$ cat src/rtl/pwrup_seq_pkg.sv
// Shared types for the DDR3 power-up sequencer.
package pwrup_seq_pkg;

    // Phases of the power-up walk, in the order they occur.
    typedef enum logic [2:0] {
        PH_IDLE      = 3'd0,
        PH_RST_HOLD  = 3'd1,
        PH_RST_WAIT  = 3'd2,
        PH_CKE_DLY   = 3'd3,
        PH_INIT_WAIT = 3'd4
    } pwrup_phase_e;

    // Width needed to hold values 0..max_val.
    function automatic int unsigned cnt_width(input int unsigned max_val);
        return (max_val < 2) ? 1 : $clog2(max_val + 1);
    endfunction

endpackage

$ cat src/rtl/us_tick_gen.sv
// Microsecond tick generator.
// Emits a one-cycle tick every CLK_MHZ cycles while run_i is high.
// The prescaler restarts from zero whenever run_i is low, so the first
// tick of a run comes exactly CLK_MHZ cycles after run_i rises.
// Assumes CLK_MHZ >= 1.
module us_tick_gen #(
    parameter int unsigned CLK_MHZ = 125
) (
    input  logic clk,
    input  logic rst_n,
    input  logic run_i,
    output logic tick_o
);
    localparam int unsigned PW = (CLK_MHZ > 1) ? $clog2(CLK_MHZ) : 1;

    generate
        if (CLK_MHZ == 1) begin : g_direct
            // One cycle is one microsecond: every running cycle ticks.
            assign tick_o = run_i;
        end else begin : g_prescale
            logic [PW-1:0] pre_q;
            logic          wrap;

            assign wrap   = (pre_q == PW'(CLK_MHZ - 1));
            assign tick_o = run_i && wrap;

            // Count cycles within the current microsecond.
            always_ff @(posedge clk) begin
                if (!rst_n || !run_i) begin
                    pre_q <= '0;
                end else if (wrap) begin
                    pre_q <= '0;
                end else begin
                    pre_q <= pre_q + 1'b1;
                end
            end
        end
    endgenerate

endmodule

$ cat src/rtl/us_countdown.sv
// Microsecond interval counter.
// Loads a whole number of microseconds, counts down one per tick and
// flags the tick that ends the interval. Load wins over counting.
// Assumes a loaded value of at least 1.
module us_countdown #(
    parameter int unsigned CNT_W = 20
) (
    input  logic             clk,
    input  logic             rst_n,
    input  logic             load_i,
    input  logic [CNT_W-1:0] load_val_i,
    input  logic             tick_i,
    output logic             expire_o
);
    logic [CNT_W-1:0] left_q;

    assign expire_o = tick_i && (left_q == CNT_W'(1));

    // Track the microseconds remaining in the current interval.
    always_ff @(posedge clk) begin
        if (!rst_n) begin
            left_q <= '0;
        end else if (load_i) begin
            left_q <= load_val_i;
        end else if (tick_i && (left_q != '0)) begin
            left_q <= left_q - 1'b1;
        end
    end

endmodule

$ cat src/rtl/cke_delay_ctr.sv
// Programmable clock-enable delay counter.
// Counts D groups of MULT clock cycles, where D is captured on load_i,
// and a zero D is treated as one. expire_o marks the last cycle of the
// delay while run_i is high. Assumes MULT >= 1.
module cke_delay_ctr #(
    parameter int unsigned MULT  = 3,
    parameter int unsigned DLY_W = 17
) (
    input  logic             clk,
    input  logic             rst_n,
    input  logic             load_i,
    input  logic [DLY_W-1:0] dly_i,
    input  logic             run_i,
    output logic             expire_o
);
    localparam int unsigned PW = (MULT > 1) ? $clog2(MULT) : 1;

    logic [DLY_W-1:0] rem_q;
    logic             grp_end;

    generate
        if (MULT == 1) begin : g_unit
            // Each cycle closes a group.
            assign grp_end = 1'b1;
        end else begin : g_scaled
            logic [PW-1:0] pre_q;
            assign grp_end = (pre_q == PW'(MULT - 1));

            // Position within the current group of MULT cycles.
            always_ff @(posedge clk) begin
                if (!rst_n || !run_i) begin
                    pre_q <= '0;
                end else if (grp_end) begin
                    pre_q <= '0;
                end else begin
                    pre_q <= pre_q + 1'b1;
                end
            end
        end
    endgenerate

    assign expire_o = run_i && grp_end && (rem_q == DLY_W'(1));

    // Remaining groups; captured on load, with zero raised to one.
    always_ff @(posedge clk) begin
        if (!rst_n) begin
            rem_q <= '0;
        end else if (load_i) begin
            rem_q <= (dly_i == '0) ? DLY_W'(1) : dly_i;
        end else if (run_i && grp_end && (rem_q != '0)) begin
            rem_q <= rem_q - 1'b1;
        end
    end

endmodule

$ cat src/rtl/ddr3_pwrup_seq.sv
// DDR3 power-up sequencer (top).
// On an idle start, it asserts the memory reset, releases it, waits,
// applies the programmable clock-enable delay, then raises clock-enable
// and the initialisation trigger until completion or a timeout.
// Assumes all microsecond parameters are >= 1 and that start_i is
// synchronous to clk.
module ddr3_pwrup_seq
    import pwrup_seq_pkg::*;
#(
    parameter int unsigned SYS_CLK_MHZ     = 125,
    parameter int unsigned RST_HOLD_US     = 200,
    parameter int unsigned CKE_WAIT_US     = 500,
    parameter int unsigned DONE_TIMEOUT_US = 1000000,
    parameter int unsigned CKE_MULT        = 3,
    parameter int unsigned DLY_W           = 17
) (
    input  logic             clk,
    input  logic             rst_n,
    input  logic             start_i,
    input  logic             rst_inv_i,
    input  logic [DLY_W-1:0] cke_dly_i,
    input  logic             init_done_i,
    output logic             dram_reset_o,
    output logic             dram_cke_o,
    output logic             init_trigger_o,
    output logic             busy_o,
    output logic             done_o,
    output logic             error_o
);
    localparam int unsigned US_MAX_A = (RST_HOLD_US > CKE_WAIT_US) ? RST_HOLD_US : CKE_WAIT_US;
    localparam int unsigned US_MAX   = (US_MAX_A > DONE_TIMEOUT_US) ? US_MAX_A : DONE_TIMEOUT_US;
    localparam int unsigned US_W     = cnt_width(US_MAX);

    pwrup_phase_e phase_q;
    logic         rst_act_q;
    logic         cke_q;
    logic         done_q;
    logic         err_q;

    logic             accept;
    logic             tick_run;
    logic             us_tick;
    logic             us_load;
    logic [US_W-1:0]  us_load_val;
    logic             us_expire;
    logic             dly_run;
    logic             dly_expire;

    // A start is only taken while idle.
    assign accept   = (phase_q == PH_IDLE) && start_i;
    assign tick_run = (phase_q == PH_RST_HOLD) || (phase_q == PH_RST_WAIT) ||
                      (phase_q == PH_INIT_WAIT);
    assign dly_run  = (phase_q == PH_CKE_DLY);

    // Choose the interval length for the phase being entered.
    always_comb begin
        us_load     = 1'b0;
        us_load_val = US_W'(RST_HOLD_US);
        if (accept) begin
            us_load     = 1'b1;
            us_load_val = US_W'(RST_HOLD_US);
        end else if ((phase_q == PH_RST_HOLD) && us_expire) begin
            us_load     = 1'b1;
            us_load_val = US_W'(CKE_WAIT_US);
        end else if ((phase_q == PH_CKE_DLY) && dly_expire) begin
            us_load     = 1'b1;
            us_load_val = US_W'(DONE_TIMEOUT_US);
        end
    end

    us_tick_gen #(
        .CLK_MHZ (SYS_CLK_MHZ)
    ) tick_i (
        .clk    (clk),
        .rst_n  (rst_n),
        .run_i  (tick_run),
        .tick_o (us_tick)
    );

    us_countdown #(
        .CNT_W (US_W)
    ) us_cnt_i (
        .clk        (clk),
        .rst_n      (rst_n),
        .load_i     (us_load),
        .load_val_i (us_load_val),
        .tick_i     (us_tick),
        .expire_o   (us_expire)
    );

    cke_delay_ctr #(
        .MULT  (CKE_MULT),
        .DLY_W (DLY_W)
    ) dly_cnt_i (
        .clk      (clk),
        .rst_n    (rst_n),
        .load_i   (accept),
        .dly_i    (cke_dly_i),
        .run_i    (dly_run),
        .expire_o (dly_expire)
    );

    // Phase sequencing and the registered pin/flag state.
    always_ff @(posedge clk) begin
        if (!rst_n) begin
            phase_q   <= PH_IDLE;
            rst_act_q <= 1'b1;
            cke_q     <= 1'b0;
            done_q    <= 1'b0;
            err_q     <= 1'b0;
        end else begin
            done_q <= 1'b0;
            case (phase_q)
                PH_IDLE: begin
                    if (start_i) begin
                        phase_q   <= PH_RST_HOLD;
                        rst_act_q <= 1'b1;
                        cke_q     <= 1'b0;
                        err_q     <= 1'b0;
                    end
                end
                PH_RST_HOLD: begin
                    if (us_expire) begin
                        phase_q   <= PH_RST_WAIT;
                        rst_act_q <= 1'b0;
                    end
                end
                PH_RST_WAIT: begin
                    if (us_expire) begin
                        phase_q <= PH_CKE_DLY;
                    end
                end
                PH_CKE_DLY: begin
                    if (dly_expire) begin
                        phase_q <= PH_INIT_WAIT;
                        cke_q   <= 1'b1;
                    end
                end
                PH_INIT_WAIT: begin
                    if (init_done_i) begin
                        phase_q <= PH_IDLE;
                        done_q  <= 1'b1;
                    end else if (us_expire) begin
                        phase_q <= PH_IDLE;
                        err_q   <= 1'b1;
                        cke_q   <= 1'b0;
                    end
                end
                default: begin
                    phase_q <= PH_IDLE;
                end
            endcase
        end
    end

    // The pin level follows the selected polarity of "asserted".
    assign dram_reset_o   = rst_inv_i ? rst_act_q : ~rst_act_q;
    assign dram_cke_o     = cke_q;
    assign init_trigger_o = (phase_q == PH_INIT_WAIT);
    assign busy_o         = (phase_q != PH_IDLE);
    assign done_o         = done_q;
    assign error_o        = err_q;

endmodule

$ cat config.mk
export PLATFORM = sky130hd
export DESIGN_NAME = ddr3_pwrup_seq
export DESIGN_NICKNAME = d
export VERILOG_FILES = /design/src/rtl/pwrup_seq_pkg.sv /design/src/rtl/us_tick_gen.sv /design/src/rtl/us_countdown.sv /design/src/rtl/cke_delay_ctr.sv /design/src/rtl/ddr3_pwrup_seq.sv
export SDC_FILE = /design/constraint.sdc
export NUM_CORES = 1
export LEC_CHECK = 0
export BUFFER_PORTS_ARGS = -buffer_cell sky130_fd_sc_hd__buf_2
export CAP_MARGIN = 15
export CORE_AREA = 2 2 118 120
export DETAILED_ROUTE_END_ITERATION = 12
export DIE_AREA = 0 0 120 122
export SLEW_MARGIN = 20
export SYNTH_ARGS = -nofsm -noshare
export SYNTH_HDL_FRONTEND = slang
export SYNTH_HIERARCHICAL = 1
export SYNTH_SLANG_ARGS = --single-unit
$ cat constraint.sdc
create_clock -name clk -period 3.8 [get_ports clk]
set_input_delay 0.76 -clock clk [delete_from_list [all_inputs] [get_ports clk]]
set_output_delay 0.76 -clock clk [all_outputs]
set_load 0.01 [all_outputs]
After elaboration in Yosys (flattened, before gate mapping)
Cells that the tools add are included.
- register bits: 53
- output and inout port bits: 6
- word-level logic and storage cells: 92
- reductions and logical operators: 33
- add/sub/neg operators: 4
- bitwise logic cells: 1
- equality and inequality tests: 15
- muxes and demuxes: 30
- operators with widths (cell ; count):
    2-to-1 mux 20 bit ; 5
    2-to-1 mux 17 bit ; 3
    == test 20 x 1 -> 1 bit (second input constant) ; 1
    nonzero test 20 bit ; 1
    subtractor 20 x 1 -> 20 bit (second input constant) ; 1
    2-to-1 mux 3 bit ; 6
    == test 17 x 1 -> 1 bit (second input constant) ; 1
    logical NOT 17 bit ; 1
    nonzero test 17 bit ; 1
    subtractor 17 x 1 -> 17 bit (second input constant) ; 1
    case mux 3 bit (5 select lines) ; 1
    2-to-1 mux 1 bit ; 12
    != test 2 bit (second input constant) ; 5
    AND reduction 5 bit ; 2
    logical AND 1 bit ; 9
    nonzero test 2 bit ; 4
    adder 7 x 1 -> 7 bit (second input constant) ; 1
    == test 7 bit (second input constant) ; 1
    == test 3 x 2 -> 1 bit (second input constant) ; 2
    nonzero test 3 bit ; 2
    logical OR 1 bit ; 4
    case mux 1 bit (2 select lines) ; 2
    AND reduction 4 bit ; 1
    OR reduction 2 bit ; 2
    12 further kinds ; 14

Logic depth before layout (Yosys ltp)
- word-level depth: 9
- mapped depth: 16
- depth with buffers taken out: 13

Hierarchy
Netlist, hierarchy kept.
- modules (own cells, without submodules) (module ; seq. area each (um^2) ; area an instance (um^2) ; instances ; cells each):
    us_countdown ; 400.4 ; 1272.5 ; 1 ; 146
    cke_delay_ctr ; 380.4 ; 1233.7 ; 1 ; 151
    ddr3_pwrup_seq ; 140.1 ; 471.7 ; 1 ; 60
    us_tick_gen ; 140.1 ; 315.3 ; 1 ; 37

Worst setup path after synthesis
No wires, ideal clock.
- kind: reg-to-reg
- start: reg phase_q[0]
- end: reg us_cnt_i.left_q[15]
- data arrival time: 2842 ps
- setup slack: 823 ps
- data required time: 3665 ps
- cell stages (with the launch flop): 15
- buffers on the path: 4
- library setup time: 135 ps
- cells stage by stage: dfxtp_1 > buf_6 > nand2_2 > nor2_1 > and2_1 > clkbuf_1 > and4_1 > nor3b_2 > nor2_1 > nand2_1 > clkbuf_1 > inv_1 > clkdlybuf4s15_1 > o21ai_0 > a31oi_1
- elaborated cells between the ends (all ways): 22
- those cells by class: eq/ne (4); mux (6); reduce/logical (12)
- RTL lines (item ; line ; text):
    from (decl) ; ddr3_pwrup_seq.sv:34 ; pwrup_phase_e phase_q;
    from (signal assigned) ; ddr3_pwrup_seq.sv:106 ; phase_q <= PH_IDLE;
    from (signal assigned) ; ddr3_pwrup_seq.sv:116 ; phase_q <= PH_RST_HOLD;
    from (signal assigned) ; ddr3_pwrup_seq.sv:124 ; phase_q <= PH_RST_WAIT;
    == test 3 x 2 -> 1 bit (*) ; ddr3_pwrup_seq.sv:53 ; assign dly_run = (phase_q == PH_CKE_DLY);
    named net dly_run ; ddr3_pwrup_seq.sv:46 ; logic dly_run;
    logical AND 1 bit (*) (2 in a row) ; cke_delay_ctr.sv:42 ; assign expire_o = run_i && grp_end && (rem_q == DLY_W'(1));
    named net dly_expire ; ddr3_pwrup_seq.sv:47 ; logic dly_expire;
    logical AND 1 bit (*) ; ddr3_pwrup_seq.sv:65 ; end else if ((phase_q == PH_CKE_DLY) && dly_expire) begin
    2-to-1 mux 1 bit (*) ; ddr3_pwrup_seq.sv:65 ;
    2-to-1 mux 1 bit (*) ; ddr3_pwrup_seq.sv:62 ; end else if ((phase_q == PH_RST_HOLD) && us_expire) begin
    2-to-1 mux 1 bit (*) ; ddr3_pwrup_seq.sv:59 ; if (accept) begin
    named net us_load ; ddr3_pwrup_seq.sv:43 ; logic us_load;
    2-to-1 mux 20 bit / nonzero test 2 bit (equally long branches) ; n/a ;
    to (signal assigned) ; us_countdown.sv:24 ; left_q <= load_val_i;
    to (signal assigned) ; us_countdown.sv:26 ; left_q <= left_q - 1'b1;
    to (decl) ; us_countdown.sv:15 ; logic [CNT_W-1:0] left_q;
The timed path passes the listed nets; every way through them passes the cells marked *.
A chain may end at the register's enable or synchronous reset.

Worst setup path in the final report
- start: reg phase_q[0]
- end: reg us_cnt_i.left_q[2]
Same word-level chain as after synthesis.

==> impl_results.md <==
- Status: finished clean
- Reg-to-reg critical path startpoint: phase_q[0]
- HPWL Detailed: 5.81 mm
- Initial antenna violation count: 0
- Area share of the largest cell type after synthesis: roughly 32%
- Core box area: 13,500 um^2
- Synth cell count leaders: dfxtp_1 (53), nor2_1 (33), o21ai_0 (30), nand2_1 (21)
- Setup ws final: 0.386 ns
- Max-cap violation count: 0
- P&R area growth vs syn: 12.5%
- Critical path destination: us_cnt_i/left_q[2]
- Mapped cell area: 3290 um^2
- Clock transition at path regs: 0.07 ns
- Worst hold-check path type: reg2reg
- Placed inst area: 3560 um^2
- Die Ht: around 120 um
- Minimum period implied by the final worst setup slack: around 3.4 ns
- FMAX: slightly below 0.3 GHz
- CTS tree: built
- Least-Margin Pin Slew: 0.825 ns
- Drt first pass iters: 4
- Leak Pwr: approximately 0.0013 uW
- Post-CTS Repair Setup Buffers: 0
- Number of global-route vias before repair: 2,787
- Final nets: 447
- Place WS: approximately 0.42 ns
- Final instance area: 3700 um^2
- Post-cts repair resize count: 0
- PwrDens: 642 nW/um^2
- Synthesis-stage register bit count: 53
- First-pass GRT wire length: between 10 and 15 mm
- Synth area leaders: dfxtp_1 (32%), o21ai_0 (4.6%), nor2_1 (3.8%)
- H-tree Lvls: 2
- R2R Path End: us_cnt_i/left_q[2]
- Final Cycle Share: about nine tenths
- Count of final setup violators: 0
- Die width: 120 um
- DRT iter0 DRCs: around 130
- Synth cell types: 67
- Post-route ant nets: 0
- Worst VDD drop: 0.000232 V
- Grt total ovfl: 0
- Startpoint Class: register
- Worst Reg-to-Reg Cells: 11
- Routability cong.: 0.807
- Clk Latency, worst-skew pair: between 0.2 and 0.3 ns
- WP data required: 3.99 ns
- Yosys warnings: 6
- Setup crit start: phase_q[0]
- Largest net degree at the start of global routing: 45
- Cell taking the most area after synthesis: dfxtp_1
- # port buffers: 27
- Layout cells sized above 1: 14.4%
- IO Pins: 28
- Diodes inserted: 0
- Avg WL per Cell: 13.3 um
- Full die area: 14,600 um^2
- Critical Path End Type: register
- RSZ-0062 raised after global routing: no
- EDFF count, synth: 0
- Worst Hold Launch: dly_cnt_i/g_scaled.pre_q[0]
- DR vias: 2,982
- CP max FO: 33
- Setup TNS: 0 ns
- Clock Skew: 0.00488 ns
- CTS Sinks: 53
- Total power: 2380 uW
- GRT Total Usage: 10.9%
- Drc violations: 0
- Largest buffer count on any clock path: 2
- Fin. Hold Viols: 0
- Cells after Synth: 394
- Drt total wl: 7.94 mm
- Count leader, synth: dfxtp_1
- Max Slew Vio Count: 0
- Seq/Total Area, Yosys: 32.2%
- Post-Syn Area per Cell: 8.36 um^2
- Post-CTS Hold Fix Bufs: 0
- Path type of the worst setup path: reg2reg
- Top_reg_cell synth: dfxtp_1
- Ys async rst share: 0%
- Worst path arrival time: 3.60 ns
- Root Buffer Master: clkbuf_16
- Vias/cell: around 5.0
- Initial Util: 24.4%
- Num CTS Buffers: 5
- Placement row count: 43
- Worst relative slew slack: 44.9%
- R2R Setup Slk: 0.39 ns
## cells in the final DEF (no fill, tap or decap), types with 3 or more instances in the layout
master     instances
and3b_1            3
o21a_1             3
nor2_1            33
buf_4              3
conb_1             8
a21oi_1           18
o2111ai_1          3
nand3_1           15
nor3_1            11
ha_1               8
nor4_1             9
buf_2             27
dfxtp_1           53
xnor2_1            4
nand2_1           21
o21ai_0           30
nor4_4             5
and2_1             3
o31ai_1            8
or3_1              9
or4_1              9
nor4b_1            3
and4_1             4
a31oi_1           16
o21ai_1           10
o211ai_1           8
nand4b_1           3
inv_1             18
nand4_1            5
clkbuf_16          5
nor3b_1            3
xor2_1            12
## cell families (layout without fill, tap and decap cells)
| group | count (synthesis) | in the layout | synth area share [%] |
|---|---|---|---|
| flip-flops | 53 | 53 | 32.2 |
| buffers and inverters | 38 | 56 | 6.19 |
| XOR/XNOR | 16 | 16 | 4.26 |
| AND/OR/NAND/NOR | 160 | 160 | 31.0 |
| other | 2 | 8 | 0.228 |
| AO/OA/AOI/OAI | 116 | 116 | 22.8 |
| adder cells (fa/ha/maj) | 8 | 8 | 3.04 |
| multiplexers | 1 | 1 | 0.342 |
## power breakdown
part,internal (uW),switching (uW),total (uW)
combinational,403,599,1000
sequential,699,229,927
clock,242,206,448
total,1340,1030,2380
## flip-flops by register name (all words and copies together) (netlist names), 2 cells and up
register,flops
tick_i/g_prescale.pre_q,7
phase_q,3
dly_cnt_i/rem_q,17
us_cnt_i/left_q,20
dly_cnt_i/g_scaled.pre_q,2
## per-layer routing
metal	vias to the layer above	GRT usage, %	wire length, um
li1	1514	-	-
met1	1403	14.6	3800
met2	59	17.8	3630
met3	6	2.48	441
met4	0	2.72	70
met5	-	0	0
## area by class of cell
| cell class | instances | area [um^2] |
|---|---|---|
| Sequential cell | 53 | 1060 |
| Tap cell | 180 | 225 |
| Clock inverter | 3 | 17.5 |
| Multi-Input combinational cell | 309 | 2050 |
| Fill cell | 1442 | 9800 |
| Clock buffer | 5 | 125 |
| Inverter | 18 | 67.6 |
| Timing Repair Buffer | 30 | 158 |
## worst min path at each step
| stage | endpoint | slack (ns) | cells past startpoint |
|---|---|---|---|
| detailed placement | dly_cnt_i/g_scaled.pre_q[0] | 0.41 | 1 |
| CTS | dly_cnt_i/g_scaled.pre_q[0] | 0.42 | 1 |
| floorplan | dly_cnt_i/g_scaled.pre_q[0] | 0.39 | 1 |
| global route | dly_cnt_i/g_scaled.pre_q[0] | 0.46 | 1 |
| finish | dly_cnt_i/g_scaled.pre_q[0] | 0.41 | 1 |
| global placement | dly_cnt_i/g_scaled.pre_q[0] | 0.40 | 1 |
## worst max-delay path, stage by stage (launching register included)
cell and delay [ns]:
dfxtp_1 0.58, nand2_2 0.14, nor2_1 0.24, and2_1 0.45
and4_1 0.29, nor3b_2 0.57, nor2_1 0.13, nand2_1 0.11
inv_1 0.36, nand3_1 0.21, nand2_1 0.07, o21a_1 0.16
## stage by stage
step | util [%] | instances | hold slack (ns)
final | 27.4 | 598 | 0.413
after global routing | 27.4 | 598 | 0.459
after CTS | 27.4 | 598 | 0.416
after detailed placement | 26.4 | 590 | 0.405
after global placement | 26.4 | 590 | 0.401
after floorplan | - | 400 | 0.392
Note: power is estimated with default switching activity, not from simulation.
